`src/rtl/irq_mask_ctrl.sv`:
```
module irq_mask_ctrl #(
  parameter int NUM_LINES   = 32,
  parameter int ADDR_W      = 16,
  parameter int GROUP_SHIFT = 11,
  parameter int GROUP       = 9,
  parameter int MASK_INDEX  = 0,
  parameter int STAT_INDEX  = 2
) (
  input  logic                 clk,
  input  logic                 rst_n,
  input  logic [NUM_LINES-1:0] irq_lines,
  input  logic                 reg_wr,
  input  logic [ADDR_W-1:0]    reg_addr,
  input  logic [NUM_LINES-1:0] reg_wdata,
  output logic [NUM_LINES-1:0] reg_rdata,
  output logic                 irq_req
);

  localparam logic [ADDR_W-1:0] MASK_ADDR = ADDR_W'((GROUP << GROUP_SHIFT) + MASK_INDEX);
  localparam logic [ADDR_W-1:0] STAT_ADDR = ADDR_W'((GROUP << GROUP_SHIFT) + STAT_INDEX);

  logic [NUM_LINES-1:0] mask_q, stat_q, mask_d, stat_d, clr_bits;
  logic                 hit_mask, hit_stat;

  assign hit_mask = reg_addr == MASK_ADDR;
  assign hit_stat = reg_addr == STAT_ADDR;
  assign clr_bits = (reg_wr && hit_stat) ? reg_wdata : '0;

  assign mask_d = (reg_wr && hit_mask) ? reg_wdata : mask_q;
  assign stat_d = (stat_q & ~clr_bits) | irq_lines;

  always_ff @(posedge clk or negedge rst_n) begin
    if (!rst_n) begin
      mask_q  <= '0;
      stat_q  <= '0;
      irq_req <= 1'b0;
    end else begin
      mask_q  <= mask_d;
      stat_q  <= stat_d;
      irq_req <= |(stat_d & mask_d);
    end
  end

  assign reg_rdata = hit_mask ? mask_q :
                     hit_stat ? stat_q : '0;

endmodule

```
`config.mk`:
```
export PLATFORM = sky130hd
export DESIGN_NAME = irq_mask_ctrl
export DESIGN_NICKNAME = d
export VERILOG_FILES = /design/src/rtl/irq_mask_ctrl.sv
export SDC_FILE = /design/constraint.sdc
export NUM_CORES = 1
export LEC_CHECK = 0
export ABC_AREA = 1
export ABC_CLOCK_PERIOD_IN_PS = 1700
export BUFFER_PORTS_ARGS = -buffer_cell sky130_fd_sc_hd__buf_2
export CAP_MARGIN = 20
export CORE_MARGIN = 8
export CORE_UTILIZATION = 52
export CTS_CLUSTER_SIZE = 28
export DETAILED_ROUTE_END_ITERATION = 12
export MAX_ROUTING_LAYER = met4
export PLACE_DENSITY = 0.81
export SLEW_MARGIN = 5
export SYNTH_ARGS = -nofsm -noshare
export SYNTH_HDL_FRONTEND = slang
export SYNTH_SLANG_ARGS = --single-unit
```
`constraint.sdc`:
```
create_clock -name clk -period 1.7 [get_ports clk]
set_input_delay 0.255 -clock clk [delete_from_list [all_inputs] [get_ports clk]]
set_output_delay 0.255 -clock clk [all_outputs]
set_load 0.005 [all_outputs]
```
# After elaboration in Yosys (flattened, before gate mapping)
# Cells that the tools add are included.
word_totals:
  reg_bits: 65
  inputBits: 83
  out_inout_bits: 33
op_classes:
  eq_ne: 2
  n_mux: 4
  n_bitwise: 4
  n_reduce_logical: 3
op_table:
  columns: ["op", "count"]
  rows:
  - ["two-way mux 32 bit", 4]
  - ["AND 32 bit", 2]
  - ["equality test 16 x 15 -> 1 bit, second input constant", 2]
  - ["NOT 32 bit", 1]
  - ["OR 32 bit", 1]
  - ["OR reduction 32 bit", 1]
  - ["logical AND 1 bit", 2]

# Depth between registers and ports, before layout
# Gate-level depths: netlist of run 1.
logic_depth:
  depth_word: 8
  depth_mapped: 14

# Worst setup path before layout of run 1
# No wires, ideal clock.
synth_timing:
  kind: "input port to output port"
  start: "input port reg_addr[13]"
  end: "output port reg_rdata[10]"
  arrival_time_ns: 1.330
  required_ns: 1.445
  slack_ns: 0.115
  cell_stages: 8
  n_path_buf: 3
  path_cell_list: "nor2_1 -> nand3_1 -> nor2_4 -> buf_6 -> buf_6 -> clkbuf_1 -> nand3_1 -> o21ai_0"
synth_between:
  elab_chain_cells: 3
synth_rtl:
  columns: ["item", "line", "text"]
  rows:
  - ["from (decl)", "13", "input logic [ADDR_W-1:0] reg_addr,"]
  - ["equality test 16 x 15 -> 1 bit", "26", "assign hit_stat = reg_addr == STAT_ADDR;"]
  - ["two-way mux 32 bit", "45", "hit_stat ? stat_q : '0;"]
  - ["two-way mux 32 bit *", "44", "assign reg_rdata = hit_mask ? mask_q :"]
  - ["to (decl)", "15", "output logic [NUM_LINES-1:0] reg_rdata,"]
# Mark *: on every way between the ends. The rest lies on a longest branch, timed or not.

# Final worst setup path of run 1
layout_timing:
  start: "input port reg_addr[9]"
  end: "output port reg_rdata[19]"
# Same word-level chain as after synthesis.

==> results of run 1 <==
==> metal layers <==
layer  GRT usage [%]  vias to the layer above
li1                -                     1987
met1           25.42                     1949
met2           37.47                      213
met3           4.811                       28
met4           5.842                        0
met5               -                        -
==> flip-flops by register name, summed over array words and instances, names as in the netlist <==
register,flops
stat_q,32
irq_req,1
mask_q,32
==> synth_stat cells <==
library cell	count	share of area, %
buf_1	5	0.49
buf_2	5	0.65
buf_4	3	0.59
buf_6	8	2.4
clkbuf_1	10	0.98
clkbuf_2	1	0.13
dfrtp_1	65	43
inv_1	110	11
inv_2	17	1.7
nand2_1	180	18
nand2_2	1	0.16
nand3_1	34	4.4
nand3_4	1	0.46
nand4_1	60	9.8
nor2_1	17	1.7
nor2_4	3	0.88
o21ai_0	32	4.2
o21ai_1	4	0.52
==> worst register-to-register path, cell delays in order, from the launching register on <==
cell and delay [ns]:
dfrtp_1 0.37, inv_1 0.08, nand2_1 0.05, o21ai_1 0.08
inv_2 0.05, nand2_1 0.06, nand2_1 0.07, nor2_2 0.12
nand2_1 0.10, nor2_1 0.11, nand2_1 0.06
==> repair_timing <==
action | in CTS | in global routing
endpoints found under the setup margin | 16 | 33
pin swaps | 1 | 7
hold endpoints to repair | 65 | 0
setup buffers | 0 | 8
hold buffers | 1 | 0
gates resized for setup | 6 | 47
gates cloned | 0 | 8
==> how the worst min path moves through the flow <==
stage          cells past startpoint     startpoint  slack (ns)          to
2_1_floorplan                      0          rst_n       -0.04     irq_req
3_3_place_gp                       2          rst_n        0.30   stat_q[5]
3_5_place_dp                       2          rst_n        0.30   stat_q[5]
4_1_cts                            3   irq_lines[6]        0.11   stat_q[6]
5_1_grt                            3   irq_lines[6]        0.12   stat_q[6]
6_report                           3  irq_lines[21]        0.11  stat_q[21]
==> cell families after synthesis <==
family,count (synthesis)
simple gates,296
flops,65
buf+inv,159
compound gates,36
==> power by group <==
| part | switching [W] | internal (W) | total [W] | leakage, nW |
|---|---|---|---|---|
| clock network | 0.000631 | 0.00102 | 0.00165 | 0.123 |
| logic | 0.000130 | 0.0000991 | 0.000230 | 2.37 |
| registers | 0.0000000806 | 0.00155 | 0.00155 | 0.569 |
==> through the flow <==
stage                     std cells  total power (W)  area (µm²)  setup TNS (ns)  setup WS [ns]
after floorplan                 556         0.001636        3825               0         0.1150
after global placement          762         0.001793        4643         -0.5723        -0.2043
after detailed placement        762         0.001795        4643         -0.7968        -0.1965
after CTS                       779         0.003421        4906         -0.2227       -0.03261
after global routing            795         0.003522        5218         -0.4861       -0.05239
final                           795         0.003425        5218               0        0.01826
==> final cells by class <==
cell class	count	area (µm²)	share of cell area (%)
well taps	99	123.9	2.374
inverters	127	476.7	9.137
clock inverters	6	115.1	2.206
repair buffers	156	1147	21.99
clock buffers	10	137.6	2.638
flip-flops and latches	65	1627	31.18
multi-input cells	332	1590	30.48
==> impl_metrics.tcl, run 1 <==
set metrics [dict create \
    status "completed" \
    postRouteAntennaNets 0 \
    worstMarginPinSlew_ns 0.3549 \
    rsz0062_at_grt "true" \
    antenna_found_initial 0 \
    synthMuxAreaShare_pct 0 \
    via_per_inst 5.254 \
    relSlewSlack_pct 76.34 \
    synthSimpleGateAreaFrac_pct 35.10 \
    worstSetupStartpointType "input pin" \
    p_per_area_mw_per_mm2 656.5 \
    power.leakage_nw 3.057 \
    crit_arrival_ns 1.43 \
    fin_crit_ns 1.682 \
    yosysWarnings 0 \
    clkLatencyLatePin_ns 0.34 \
    antennaDiodeCount 0 \
    crit_fanout 8 \
    finClkSkew_ns 0.005911 \
    syn2layout_area_growth_pct 36.41 \
    endpoint_kind "output port" \
    crit_end "reg_rdata[19]" \
    core_area_mm2 0.007176 \
    cp.depth 9 \
    drc_errors 0 \
    whs_ns 0.1133 \
    drv_slew 0 \
    synthXorXnorAreaFrac_pct 0 \
    syn-num-nets 639 \
    ys_seq_area_share_pct 42.53 \
    num_vias 4177 \
    crit_slowest_cell "clkbuf_16" \
    critPathKind "input pin to output port" \
    cts.sinks 65 \
    cpMostUsedCell "buf_2" \
    grt_max_degree 66 \
    cts_tree "built" \
    route.met3.wl_um 1119 \
    die-width_um 101.8 \
    synthCells 556 \
    r2r_cells 10 \
    netlist_area_mm2 0.003825 \
    wl_per_cell_um 15.78 \
    hold_class "input pin to flip-flop" \
    crit_family "buffers and inverters" \
    core.rowCount 31 \
    htree_levels 3 \
    wl_um 12550 \
    grt_usage_pct 21.97 \
    cts_buffers 9 \
    reg2reg_slack_ns 0.42 \
    critical_path_required_ns 1.44 \
    dr.pass1.iters 5 \
    ys_ff_latch 65 \
    synthAdderAreaFrac_pct 0 \
    mostFrequentLayoutCells "nand2_1, buf_2, inv_1" \
    grt-ovfl-total 0 \
    initial_utilization_pct 53.30 \
    synth-compound-area-share_pct 4.711 \
    root_buffer "clkbuf_8" \
    fmax_mhz 594.6 \
    port_buffers 115 \
    r2r-end "irq_req" \
    finalHoldViolCount 0 \
    drive_above_1_share_pct 30.46 \
    die_h_um 101.8 \
    drv_cap 0 \
    clkTransAtPathRegs_ns 0.08 \
    gp_routability_congestion 0.8345 \
    r2r_start "mask_q[29]" \
    crit_start "reg_addr[9]" \
    postSynthAreaPerCell_um2 6.879 \
    cts.path.max_buffers 2 \
    crit_path_cell_trace "buf_2 > nor2_1 > nand3_1 > nor2_4 > buf_12 > nand2_4 > clkbuf_16 > o21ai_2 > buf_2" \
    final_common_cell "nand2_1" \
    fin_util_pct 72.71 \
    fillerInstances 556 \
    grt_pass1_wl_um 17720 \
    highest_layer "met4" \
    setup_viol 0 \
    nets 774 \
    vdd_drop_max_mv 0.5607 \
    die_area_mm2 0.01036 \
    netlist-cell-type-count 18 \
    dr.first_iter.drc_count 286 \
    drt-met1-wl_um 5027 \
    grt_pass1_vias 3942 \
    hpwlAfterDp_um 7822 \
    finalCritPeriodShare_pct 98.93 \
    slowest_delay_ns 0.19 \
    route.met2.wl_um 6093 \
    ioPinCount 116 \
    synth_top_family_by_area "simple AND/OR/NAND/NOR gates" \
    crit_buf_inv 4 \
]
(Power assumes the default switching activity.)
==> inputs of run 2 (changes only) <==
--- a/config.mk
+++ b/config.mk
@@ -6,7 +6,7 @@
 export NUM_CORES = 1
 export LEC_CHECK = 0
 export ABC_AREA = 1
-export ABC_CLOCK_PERIOD_IN_PS = 1700
+export ABC_CLOCK_PERIOD_IN_PS = 1880
 export BUFFER_PORTS_ARGS = -buffer_cell sky130_fd_sc_hd__buf_2
 export CAP_MARGIN = 20
 export CORE_MARGIN = 8
@@ -15,7 +15,7 @@
 export DETAILED_ROUTE_END_ITERATION = 12
 export MAX_ROUTING_LAYER = met4
 export PLACE_DENSITY = 0.81
-export SLEW_MARGIN = 5
+export SLEW_MARGIN = 20
 export SYNTH_ARGS = -nofsm -noshare
 export SYNTH_HDL_FRONTEND = slang
 export SYNTH_SLANG_ARGS = --single-unit
==> constraint.sdc (replaced) <==
create_clock -name clk -period 1.88 [get_ports clk]
set_input_delay 0.282 -clock clk [delete_from_list [all_inputs] [get_ports clk]]
set_output_delay 0.282 -clock clk [all_outputs]
set_load 0.005 [all_outputs]
==> impl_metrics.tcl, run 2 (same netlist as run 1, synthesis figures left out) <==
set metrics [dict create \
    status "completed" \
    fin_ws_ns 0.08383 \
    grt_pass1_vias 4110 \
    gp_routability_congestion 0.8448 \
    htree_levels 3 \
    crit_slowest_cell "o21ai_0" \
    endpoint_kind "output port" \
    critPathKind "input pin to output port" \
    initial_utilization_pct 53.30 \
    dr.first_iter.drc_count 131 \
    crit_end "reg_rdata[4]" \
    p_total_w 0.002956 \
    register_area_mm2 0.001627 \
    drv_slew 0 \
    num_vias 3985 \
    root_buffer "clkbuf_8" \
    drc_errors 0 \
    r2r_cells 10 \
    finClkSkew_ns 0.004183 \
    dr.pass1.iters 5 \
    post-place-ws_ns -0.1492 \
    slowest_delay_ns 0.22 \
    setup_viol 0 \
    port_buffers 115 \
    antenna_found_initial 1 \
    finalHoldViolCount 0 \
    fillerInstances 641 \
    final_common_cell "nand2_1" \
    clkLatencyLatePin_ns 0.35 \
    cts.path.max_buffers 2 \
    cts.sinks 65 \
    power.leakage_nw 2.868 \
    mostFrequentLayoutCells "nand2_1, buf_2, inv_1" \
    core_area_mm2 0.007176 \
    grt_pass1_wl_um 18260 \
    worstMarginPinSlew_ns 0.4836 \
    r2r-end "irq_req" \
    worstSetupStartpointType "input pin" \
    multi_input_area_mm2 0.001523 \
    placed_cells 759 \
    die-width_um 101.8 \
    r2r_start "mask_q[16]" \
    reg_top3 "mask_q (32), stat_q (32), irq_req (1)" \
    reg2reg_slack_ns 0.68 \
    relSlewSlack_pct 67.76 \
    via_per_inst 5.116 \
    vdd_drop_max_mv 0.5111 \
    finalCritPeriodShare_pct 95.54 \
    p_per_area_mw_per_mm2 613.6 \
    cts_buffers 9 \
    crit_start "reg_addr[3]" \
    crit_fanout 21 \
    critical_path_required_ns 1.60 \
    fmax_mhz 556.7 \
    grt_max_degree 58 \
    hold_class "input pin to flip-flop" \
    ioPinCount 116 \
    nets 757 \
    syn2layout_area_growth_pct 25.97 \
    die_area_mm2 0.01036 \
    wl_um 11090 \
    die_h_um 101.8 \
    min_path_cells 3 \
    final_cells 779 \
    crit_path_cell_trace "buf_2 > nor2_1 > nand2_1 > nor2_4 > nand2_1 > buf_12 > o21ai_0 > buf_2" \
    drive_above_1_share_pct 25.92 \
    wl_per_cell_um 14.23 \
    crit_arrival_ns 1.51 \
    grt_usage_pct 22.87 \
    drv_cap 0 \
    fin_crit_ns 1.796 \
    clkTransAtPathRegs_ns 0.08 \
    hpwlAfterDp_um 7964 \
    postRouteAntennaNets 0 \
    cts_tree "built" \
    grt-ovfl-total 0 \
    core.rowCount 31 \
]
run 2: timing repair:
action / CTS / global route
hold endpoints to repair: 15 / 0
setup buffers: 0 / 2
endpoints found under the setup margin: 0 / 27
gates resized for setup: 0 / 8
hold buffers: 1 / 0
run 2: worst max-delay path, delay by kind of cell:
kind,cells,cell delay (ns)
AO/OA/AOI/OAI,1,0.22
buffers and inverters,3,0.44
AND/OR/NAND/NOR,4,0.56
run 2: layout make-up:
cell class / count / area share, %
Clock buffer: 10 / 2.856
Tap cell: 99 / 2.571
Antenna cell: 1 / 0.05193
Sequential cell: 65 / 33.76
Timing Repair Buffer: 139 / 17.37
Inverter: 127 / 9.894
Multi-Input combinational cell: 332 / 31.60
Clock inverter: 6 / 1.896
run 2: worst min-delay path by stage:
| stage | from | to |
|---|---|---|
| final | irq_lines[13] | stat_q[13] |
| after CTS | irq_lines[13] | stat_q[13] |
| after global placement | rst_n | stat_q[5] |
| after global routing | irq_lines[21] | stat_q[21] |
| after detailed placement | rst_n | mask_q[5] |
| after floorplan | rst_n | irq_req |
run 2: stage by stage:
step | hold slack [ns] | util (%) | TNS [ns] | area (µm²)
final | 0.1323 | 67.15 | 0 | 4818
after global routing | 0.1277 | 67.15 | -0.03784 | 4818
after CTS | 0.1266 | 66.85 | 0 | 4797
after detailed placement | 0.2628 | 63.52 | -0.1492 | 4558
after global placement | 0.2556 | 63.52 | -0.08070 | 4558
after floorplan | -0.01359 | - | 0 | 3825
run 2: per-layer routing:
metal	part of all wire (%)	track usage, %
met1	40	25.92
met2	49	38.23
met3	9.6	5.567
met4	1.7	8.477
met5	0	-
run 2: report_power, final:
part / switching, W / leakage (nW) / internal, W
Clock: 0.000568 / 0.116 / 0.000787
Sequential: 0.0000000686 / 0.569 / 0.00140
Combinational: 0.000116 / 2.18 / 0.0000876
Total: 0.000685 / 2.87 / 0.00227
